==> src/rtl/dual_fmt_audio_ser_pkg.sv <==
package dual_fmt_audio_ser_pkg;

  typedef enum logic {
    FMT_I2S = 1'b0,
    FMT_RJ  = 1'b1
  } fmt_e;

  typedef enum logic [1:0] {
    WID_16 = 2'b00,
    WID_18 = 2'b01,
    WID_20 = 2'b10,
    WID_MX = 2'b11
  } wid_e;

  function automatic int width_bits(input logic [1:0] code, input int max_w);
    int w;
    case (code)
      WID_16:  w = 16;
      WID_18:  w = 18;
      default: w = 20;
    endcase
    return (w > max_w) ? max_w : w;
  endfunction

endpackage

==> src/rtl/ser_clk_div.sv <==
module ser_clk_div #(
  parameter int CLK_DIV = 4
) (
  input  logic clk_i,
  input  logic rst_ni,
  output logic rise_o,
  output logic fall_o
);
  localparam int DIV_W = (CLK_DIV > 2) ? $clog2(CLK_DIV) : 1;
  localparam int HALF  = CLK_DIV / 2;

  logic [DIV_W-1:0] div_q;

  always_ff @(posedge clk_i or negedge rst_ni) begin
    if (!rst_ni)                            div_q <= '0;
    else if (div_q == DIV_W'(CLK_DIV - 1))  div_q <= '0;
    else                                    div_q <= div_q + 1'b1;
  end

  assign rise_o = (div_q == DIV_W'(HALF - 1));
  assign fall_o = (div_q == DIV_W'(CLK_DIV - 1));
endmodule

==> src/rtl/ser_frame_ctr.sv <==
module ser_frame_ctr #(
  parameter int FRAME_BITS = 64,
  localparam int BIT_W = $clog2(FRAME_BITS)
) (
  input  logic             clk_i,
  input  logic             rst_ni,
  input  logic             adv_i,
  output logic [BIT_W-1:0] bit_nxt_o,
  output logic             start_o
);
  logic [BIT_W-1:0] bit_q;
  logic             last;

  assign last      = (bit_q == BIT_W'(FRAME_BITS - 1));
  assign bit_nxt_o = last ? '0 : bit_q + 1'b1;
  assign start_o   = adv_i && last;

  // parked on the last bit so the first advance opens a frame
  always_ff @(posedge clk_i or negedge rst_ni) begin
    if (!rst_ni)    bit_q <= BIT_W'(FRAME_BITS - 1);
    else if (adv_i) bit_q <= bit_nxt_o;
  end
endmodule

==> src/rtl/ser_bit_mapper.sv <==
module ser_bit_mapper
  import dual_fmt_audio_ser_pkg::*;
#(
  parameter int SAMPLE_W  = 20,
  parameter int SLOT_BITS = 32,
  parameter int RJ_BITS   = 16,
  localparam int BIT_W  = $clog2(2 * SLOT_BITS),
  localparam int SLOT_W = $clog2(SLOT_BITS)
) (
  input  logic [BIT_W-1:0]    bit_i,
  input  logic                fmt_rj_i,
  input  logic [1:0]          width_i,
  input  logic [SAMPLE_W-1:0] left_i,
  input  logic [SAMPLE_W-1:0] right_i,
  output logic                ws_o,
  output logic                sd_o
);
  localparam int RJ_START = SLOT_BITS - RJ_BITS;

  logic                hi;
  logic [SAMPLE_W-1:0] smp;
  logic [SAMPLE_W-1:0] sh;
  int                  pos;
  int                  w;

  assign hi  = bit_i[BIT_W-1];
  assign smp = hi ? right_i : left_i;

  always_comb begin
    pos  = 32'(bit_i[SLOT_W-1:0]);
    w    = width_bits(width_i, SAMPLE_W);
    sh   = '0;
    sd_o = 1'b0;
    if (fmt_e'(fmt_rj_i) == FMT_RJ) begin
      ws_o = ~hi;
      if (pos >= RJ_START) begin
        sh   = smp << (pos - RJ_START);
        sd_o = sh[SAMPLE_W-1];
      end
    end else begin
      ws_o = hi;
      if (pos >= 1 && pos <= w) begin
        sh   = smp << (pos - 1);
        sd_o = sh[SAMPLE_W-1];
      end
    end
  end
endmodule

==> src/rtl/dual_fmt_audio_ser.sv <==
module dual_fmt_audio_ser
  import dual_fmt_audio_ser_pkg::*;
#(
  parameter int SAMPLE_W  = 20,
  parameter int CLK_DIV   = 4,
  parameter int SLOT_BITS = 32,
  parameter int RJ_BITS   = 16
) (
  input  logic                clk_i,
  input  logic                rst_ni,
  input  logic                fmt_rj_i,
  input  logic [1:0]          width_sel_i,
  input  logic [SAMPLE_W-1:0] left_i,
  input  logic [SAMPLE_W-1:0] right_i,
  output logic                req_o,
  output logic                bclk_o,
  output logic                ws_o,
  output logic                sd_o
);
  localparam int FRAME_BITS = 2 * SLOT_BITS;
  localparam int BIT_W      = $clog2(FRAME_BITS);

  logic             rise, fall, start;
  logic [BIT_W-1:0] bit_nxt;

  logic                fmt_q;
  logic [1:0]          wid_q;
  logic [SAMPLE_W-1:0] left_q, right_q;

  logic                m_fmt;
  logic [1:0]          m_wid;
  logic [SAMPLE_W-1:0] m_left, m_right;
  logic                m_ws, m_sd;

  logic bclk_q, ws_q, sd_q, req_q;

  ser_clk_div #(.CLK_DIV(CLK_DIV)) u_div (
    .clk_i (clk_i),
    .rst_ni(rst_ni),
    .rise_o(rise),
    .fall_o(fall)
  );

  ser_frame_ctr #(.FRAME_BITS(FRAME_BITS)) u_ctr (
    .clk_i    (clk_i),
    .rst_ni   (rst_ni),
    .adv_i    (fall),
    .bit_nxt_o(bit_nxt),
    .start_o  (start)
  );

  // bit 0 of a new frame maps from the live inputs being captured
  assign m_fmt   = start ? fmt_rj_i    : fmt_q;
  assign m_wid   = start ? width_sel_i : wid_q;
  assign m_left  = start ? left_i      : left_q;
  assign m_right = start ? right_i     : right_q;

  ser_bit_mapper #(
    .SAMPLE_W (SAMPLE_W),
    .SLOT_BITS(SLOT_BITS),
    .RJ_BITS  (RJ_BITS)
  ) u_map (
    .bit_i   (bit_nxt),
    .fmt_rj_i(m_fmt),
    .width_i (m_wid),
    .left_i  (m_left),
    .right_i (m_right),
    .ws_o    (m_ws),
    .sd_o    (m_sd)
  );

  always_ff @(posedge clk_i or negedge rst_ni) begin
    if (!rst_ni) begin
      fmt_q   <= 1'b0;
      wid_q   <= '0;
      left_q  <= '0;
      right_q <= '0;
    end else if (start) begin
      fmt_q   <= fmt_rj_i;
      wid_q   <= width_sel_i;
      left_q  <= left_i;
      right_q <= right_i;
    end
  end

  always_ff @(posedge clk_i or negedge rst_ni) begin
    if (!rst_ni) begin
      bclk_q <= 1'b0;
      ws_q   <= 1'b0;
      sd_q   <= 1'b0;
      req_q  <= 1'b0;
    end else begin
      req_q <= start;
      if (rise) bclk_q <= 1'b1;
      if (fall) begin
        bclk_q <= 1'b0;
        ws_q   <= m_ws;
        sd_q   <= m_sd;
      end
    end
  end

  assign bclk_o = bclk_q;
  assign ws_o   = ws_q;
  assign sd_o   = sd_q;
  assign req_o  = req_q;
endmodule

==> config.mk <==
export PLATFORM = sky130hd
export DESIGN_NAME = dual_fmt_audio_ser
export DESIGN_NICKNAME = d
export VERILOG_FILES = /design/src/rtl/dual_fmt_audio_ser_pkg.sv /design/src/rtl/ser_clk_div.sv /design/src/rtl/ser_frame_ctr.sv /design/src/rtl/ser_bit_mapper.sv /design/src/rtl/dual_fmt_audio_ser.sv
export SDC_FILE = /design/constraint.sdc
export NUM_CORES = 1
export LEC_CHECK = 0
export BUFFER_PORTS_ARGS = -buffer_cell sky130_fd_sc_hd__buf_2
export CORE_ASPECT_RATIO = 1.4
export CORE_MARGIN = 1.5
export CORE_UTILIZATION = 50
export DETAILED_ROUTE_END_ITERATION = 10
export PLACE_DENSITY = 0.71
export SKIP_LAST_GASP = 1
export SLEW_MARGIN = 20
export SYNTH_ARGS = -nofsm -noshare
export SYNTH_HDL_FRONTEND = slang
export SYNTH_SLANG_ARGS = --single-unit
==> constraint.sdc <==
create_clock -name clk_i -period 5.12 [get_ports clk_i]
set_input_delay 0.512 -clock clk_i [delete_from_list [all_inputs] [get_ports clk_i]]
set_output_delay 0.512 -clock clk_i [all_outputs]
set_load 0.03 [all_outputs]
# ---- Word level (Yosys, flattened, before mapping)
# Cells that the tools add are included.
dict set report word_totals {
  ff_bits 55
  latchBits 0
  ramBits 0
  romBits 0
  word_cells 44
  mem_count 0
}
dict set report classes {
  add_sub_neg 4
  n_mul 0
  div 0
  n_lt_le_gt_ge 4
  eq_ne 4
  shift 2
  n_mux 15
  n_bitwise 1
  reduce_logical 4
}
# op count
set ops {}
lappend ops {{$shl A20 B32 Y20} 2}
lappend ops {{$mux W20} 3}
lappend ops {{$le A6 B32 Y1} 1}
lappend ops {{$mux W1} 7}
lappend ops {{$add A6 B1 Y6 const B} 1}
lappend ops {{$eq A6 B6 Y1 const B} 1}
lappend ops {{$mux W6} 1}
lappend ops {{$pmux W3 S2} 1}
lappend ops {{$sub A5 B1 Y6 const B} 1}
lappend ops {{$sub A5 B5 Y6 const B} 1}
lappend ops {{$ge A5 B1 Y1 const B} 1}
lappend ops {{$ge A5 B5 Y1 const B} 1}
lappend ops {{$gt A5 B5 Y1 const B} 1}
lappend ops {{$eq A2 B1 Y1 const B} 2}
lappend ops {{$mux W2} 2}
lappend ops {{$mux W3} 1}
lappend ops {{$add A2 B1 Y2 const B} 1}
lappend ops {{$eq A2 B2 Y1 const B} 1}
lappend ops {{$logic_and A1 B1 Y1} 2}
lappend ops {{$logic_not A2 Y1} 1}
lappend ops {{$reduce_bool A2 Y1} 1}
lappend ops {{$not A1 Y1} 1}

# ---- Logic depth before layout (Yosys ltp)
dict set report logic_depth {
  word_depth 11
  mapped_depth 18
}

# ---- By module
# A second synthesis with hierarchy kept.
dict set report unflattened {
  hier_cells 236
  hier_area_um2 3306.9
}
# module instances cells_each area_per_inst_um2
set modules_own_cells {}
lappend modules_own_cells {dual_fmt_audio_ser 1 98 1934.4}
lappend modules_own_cells {ser_bit_mapper 1 94 920.9}
lappend modules_own_cells {ser_frame_ctr 1 37 365.4}
lappend modules_own_cells {ser_clk_div 1 7 86.3}

# ---- Least setup slack after synthesis
# OpenSTA, ideal clock, no wires.
dict set report synth_path {
  kind {reg-to-reg}
  from {reg u_ctr.bit_q[1]}
  to {reg sd_q (netlist: sd_o)}
  setup_ns 0.092
  arrival_ns 3.294
  slack_ns 1.734
  path_stages_with_launch 18
  synth_period_minus_slack_ns 3.386
  path_cell_list {dfstp_2 ha_1 buf_4 and4_1 buf_4 and3_1 buf_6 clkbuf_1 clkbuf_1 nand2_1 nand2_1 inv_1 ha_1 a21oi_1 a311oi_1 a2111oi_0 o311ai_1 o31ai_2}
}
dict set report synth_between {
  elab_chain_len 11
  elab_cells_between_ends 25
  cone_classes {3 x add/sub; 4 x order compare; 2 x eq/ne; 2 x shift; 11 x mux; 3 x reduce/logical}
}
# element line_no
set synth_rtl {}
lappend synth_rtl {{start, declared} ser_frame_ctr.sv:11} ;# logic [BIT_W-1:0] bit_q;
lappend synth_rtl {{start signal, assigned} ser_frame_ctr.sv:20} ;# if (!rst_ni) bit_q <= BIT_W'(FRAME_BITS - 1);
lappend synth_rtl {{start signal, assigned} ser_frame_ctr.sv:21} ;# else if (adv_i) bit_q <= bit_nxt_o;
lappend synth_rtl {{$eq A6 B6 Y1 *} ser_frame_ctr.sv:14} ;# assign last = (bit_q == BIT_W'(FRAME_BITS - 1));
lappend synth_rtl {{$logic_and A1 B1 Y1 *} ser_frame_ctr.sv:16} ;# assign start_o = adv_i && last;
lappend synth_rtl {{$mux W2 *} -}
lappend synth_rtl {{via m_wid[1]} dual_fmt_audio_ser.sv:31} ;# logic [1:0] m_wid;
lappend synth_rtl {{$eq A2 B1 Y1 / $logic_not A2 Y1 (equally long branches)} dual_fmt_audio_ser_pkg.sv:17} ;# case (code)
lappend synth_rtl {{$pmux W3 S2 *} dual_fmt_audio_ser_pkg.sv:17}
lappend synth_rtl {{$gt A5 B5 Y1} dual_fmt_audio_ser_pkg.sv:22} ;# return (w > max_w) ? max_w : w;
lappend synth_rtl {{$mux W3 *} dual_fmt_audio_ser_pkg.sv:22}
lappend synth_rtl {{$le A6 B32 Y1 *} ser_bit_mapper.sv:42} ;# if (pos >= 1 && pos <= w) begin
lappend synth_rtl {{$logic_and A1 B1 Y1 *} ser_bit_mapper.sv:42}
lappend synth_rtl {{$mux W1 *} ser_bit_mapper.sv:42}
lappend synth_rtl {{$mux W1 *} ser_bit_mapper.sv:34} ;# if (fmt_e'(fmt_rj_i) == FMT_RJ) begin
lappend synth_rtl {{end signal, assigned} dual_fmt_audio_ser.sv:98} ;# sd_q <= m_sd;
lappend synth_rtl {{end, declared} dual_fmt_audio_ser.sv:35} ;# logic bclk_q, ws_q, sd_q, req_q;
# The timed path passes the listed nets; every way through them passes the cells marked *.
# A chain may end at the register's enable or synchronous reset.

# ---- Worst setup path in the final report
dict set report layout_path {
  from {reg u_ctr.bit_q[0]}
  to {reg sd_q (netlist: sd_o)}
}
# Same word-level chain as after synthesis.

==> impl_metrics.py <==
metrics = {
    "run_status": {
        "status": "complete, no violations",
    },
    "floorplanning": {
        "io_pins": 49,
        "core_sq_mm": 0.00657,
        "start_util_pct": 51.3,
        "die_h_um": 100,
        "die_w_um": 72.4,
        "rows": 35,
        "fp.dieArea_sq_mm": 0.00725,
    },
    "sta": {
        "max_freq_mhz": 268,
        "max-slew-margin-rel_pct": 52.2,
        "period_share_pct": 72.9,
        "tns_ns": 0,
        "fin_crit_ns": 3.73,
        "hold_viol": 0,
        "setup_viol": 0,
        "tightest_slew_ns": 0.716,
        "drv_slew": 0,
        "rsz0062_at_grt": "false",
        "finalClockSkew_ns": 0.00561,
    },
    "routing": {
        "drc_errors": 0,
        "drt_iter0_markers": 276,
        "wl_per_cell_um": 17.7,
        "finalWirelength_mm": 8.95,
        "dr_total_vias": 3063,
        "drt_pass1_iterations": 5,
        "ant_nets": 0,
        "vias_per_cell": 6.07,
    },
    "min_path": {
        "hp-class": "input port to asynchronous set/reset pin",
    },
    "cts": {
        "cts_buffers": 5,
        "cts_tree": "yes",
        "cts_resized": 0,
        "cts_root_buf": "clkbuf_8",
        "cts_setup_buffers": 0,
        "clock_latency_ns": 0.31,
        "clock_sinks": 55,
        "cts_max_level": 2,
        "clockBufferDepth": 2,
        "path_clk_slew_ns": 0.10,
        "cts-hold-fix-buffers": 0,
    },
    "synth": {
        "synthSimpleGateAreaFrac_pct": 21.8,
        "synth_xor_area_share_pct": 2.34,
        "ys_types": 59,
        "synthCells": 398,
        "synthArstFlopShare_pct": 100,
        "synthAdderAreaFrac_pct": 2.23,
        "synth_top_family_by_area": "simple AND/OR/NAND/NOR gates",
        "synth_warnings": 0,
        "syn-mean-instance-area_sq_um": 8.47,
        "synth_edf_count": 0,
        "synth_seq_area_share_pct": 41.1,
        "syn_area_sq_mm": 0.00337,
        "synthMuxAreaShare_pct": 8.24,
        "synth-seq-cells": 55,
        "syn-num-nets": 449,
        "synth_compound_area_share_pct": 18.9,
        "ys.flop_type": "dfrtp_1",
    },
    "placed_design": {
        "portBuffers": 48,
        "globalplace.congestion": 0.939,
        "place_hpwl_mm": 6.51,
    },
    "global_routing": {
        "grt_max_degree": 56,
        "grt_overflow": 0,
        "grt_pass1_wl_mm": 14.6,
        "grtUsageTotal_pct": 26.2,
        "grt_pass1_vias": 2974,
        "grt_antenna_before_repair": 0,
    },
    "critical_path": {
        "r2r-start": "u_ctr.bit_q[0]$_DFFE_PN1N_",
        "regToRegSetupSlack_ns": 1.39,
        "crit_required_ns": 5.35,
        "crit_path_max_fanout": 17,
        "path_buf_inv": 1,
        "worstReg2RegEnd": "sd_o$_DFFE_PN0N_",
        "cp_slowest_cell": "dfstp_2",
        "end_kind": "flop",
        "cpPeakStageDelay_ns": 0.72,
        "critPathTopFamily": "simple AND/OR/NAND/NOR gates",
        "r2r_cells": 13,
        "start_kind": "flop",
        "path_class": "flop to flop",
        "arrival_ns": 3.96,
        "crit_path_cell_trace": "ha_1 -> and4_1 -> nand3_1 -> nand2_1 -> nand2_1 -> a21oi_1 -> ha_1 -> inv_1 -> a21oi_1 -> a311oi_1 -> a2111oi_0 -> o311ai_1 -> o31ai_2",
    },
    "pwr": {
        "irDropWorstVdd_mv": 0.212,
        "p_leak_nw": 1.61,
        "power_density_mw_per_mm2": 208,
        "p_total_mw": 0.775,
    },
    "layout": {
        "syn2layout_area_growth_pct": 10.8,
        "diodes": 0,
        "drive_gt1_share_pct": 20.4,
        "final_nets": 481,
    },
    "job": {
        "maxCapViolCount": 0,
    },
}
-- worst max-delay path by stage --
stage	start	endpoint	slack, ns	cells past startpoint
after floorplan	u_ctr.bit_q[1]$_DFFE_PN1N_	sd_o$_DFFE_PN0N_	1.73	17
after global placement	u_ctr.bit_q[0]$_DFFE_PN1N_	sd_o$_DFFE_PN0N_	1.63	13
after detailed placement	u_ctr.bit_q[0]$_DFFE_PN1N_	sd_o$_DFFE_PN0N_	1.42	13
after CTS	u_ctr.bit_q[0]$_DFFE_PN1N_	sd_o$_DFFE_PN0N_	1.38	13
after global routing	u_ctr.bit_q[0]$_DFFE_PN1N_	sd_o$_DFFE_PN0N_	0.96	13
final	u_ctr.bit_q[0]$_DFFE_PN1N_	sd_o$_DFFE_PN0N_	1.39	13
-- cell type report --
| cell class | instances | area (sq um) |
|---|---|---|
| fillers | 599 | 2830 |
| inverters | 13 | 48.8 |
| repair buffers | 54 | 285 |
| multi-input cells | 301 | 1800 |
| well taps | 74 | 92.6 |
| clock inverters | 2 | 38.8 |
| clock buffers | 6 | 82.6 |
| flip-flops and latches | 55 | 1380 |
-- worst reg2reg max path, cell delays in order (launching register included) --
cell	delay, ns
dfstp_2	0.72
ha_1	0.38
and4_1	0.37
nand3_1	0.53
nand2_1	0.23
nand2_1	0.11
a21oi_1	0.15
ha_1	0.17
inv_1	0.05
a21oi_1	0.13
a311oi_1	0.06
a2111oi_0	0.38
o311ai_1	0.19
o31ai_2	0.19
-- stage by stage --
| stage | util (%) | cells | setup slack [ns] | instance area (sq um) | hold WS, ns |
|---|---|---|---|---|---|
| floorplan | - | 398 | 1.73 | 3370 | 0.216 |
| global placement | 55.0 | 497 | 1.63 | 3610 | 0.446 |
| detailed placement | 55.0 | 497 | 1.42 | 3610 | 0.454 |
| CTS | 56.9 | 505 | 1.38 | 3730 | 0.339 |
| global route | 56.9 | 505 | 0.965 | 3730 | 0.385 |
| finish | 56.9 | 505 | 1.39 | 3730 | 0.306 |
-- logic make-up after synthesis --
| kind of cell | count (synthesis) |
|---|---|
| XOR/XNOR | 9 |
| multiplexers | 23 |
| AND/OR/NAND/NOR | 174 |
| buffers and inverters | 42 |
| adder cells (fa/ha/maj) | 6 |
| AO/OA/AOI/OAI | 89 |
| flip-flops | 55 |
-- power breakdown --
part / switching (mW) / internal (mW)
sequential: 0.000513 / 0.436
clock: 0.146 / 0.161
combinational: 0.0171 / 0.0147
total: 0.164 / 0.611
-- synthesized netlist by cell type, types with 3 or more instances --
library cell	n	area, sq um
a21oi_1	17	85.1
o32a_1	3	30.0
mux2_2	10	113
dfrtp_1	49	1230
a31oi_1	4	25.0
mux2i_1	9	90.1
xnor2_1	7	61.3
inv_1	13	48.8
nand3_1	10	50.1
ha_1	6	75.1
o22ai_1	3	18.8
clkbuf_1	16	60.1
buf_2	6	30.0
o221a_2	4	45.0
buf_1	3	11.3
o211ai_1	4	30.0
buf_4	3	22.5
nand4_1	4	25.0
dfstp_2	6	158
o21ai_0	17	85.1
o221ai_1	4	35.0
o32ai_1	6	52.6
nor2_1	18	67.6
nor3_1	5	25.0
a21o_1	3	22.5
and3_1	3	18.8
nand2_1	122	458
-- layout by cell type (no fill, tap or decap), types with 2 or more instances in the layout --
cell type,netlist,layout
o32a_1,3,3
xnor2_1,7,7
and2_1,2,2
mux2i_1,9,9
ha_1,6,6
or3_1,2,2
and3_1,3,2
a311oi_1,2,2
o21ai_0,17,17
buf_4,3,6
o211ai_1,4,4
inv_1,13,13
a21o_1,3,3
o32ai_1,6,6
nor2_1,18,18
o221ai_1,4,4
mux2_2,10,10
buf_2,6,48
dfstp_2,6,6
nand4b_1,2,2
xor2_1,2,2
o22ai_1,3,3
a31oi_1,4,4
nor3_1,5,5
dfrtp_1,49,49
clkbuf_8,0,6
nand2_1,122,122
a21boi_0,2,2
nor3b_1,2,2
nor4_1,2,2
a21oi_1,17,17
a211oi_1,2,2
nand3_1,10,10
nand4_1,4,4
mux4_2,2,2
o221a_2,4,4
mux2_4,2,2
-- per-layer routing --
metal | track usage (%) | wire length, um
met5 | 0 | 0
met4 | 12.2 | 296
met3 | 3.82 | 404
met2 | 44.7 | 4550
met1 | 32.4 | 3700
-- state kept, by name, indices dropped and copies added (netlist names) --
signal       count
left_q          20
sd_o             1
ws_o             1
right_q         20
bclk_o           1
u_div.div_q      2
u_ctr.bit_q      6
fmt_q            1
wid_q            2
req_o            1
Note: power is estimated with default switching activity, not from simulation.
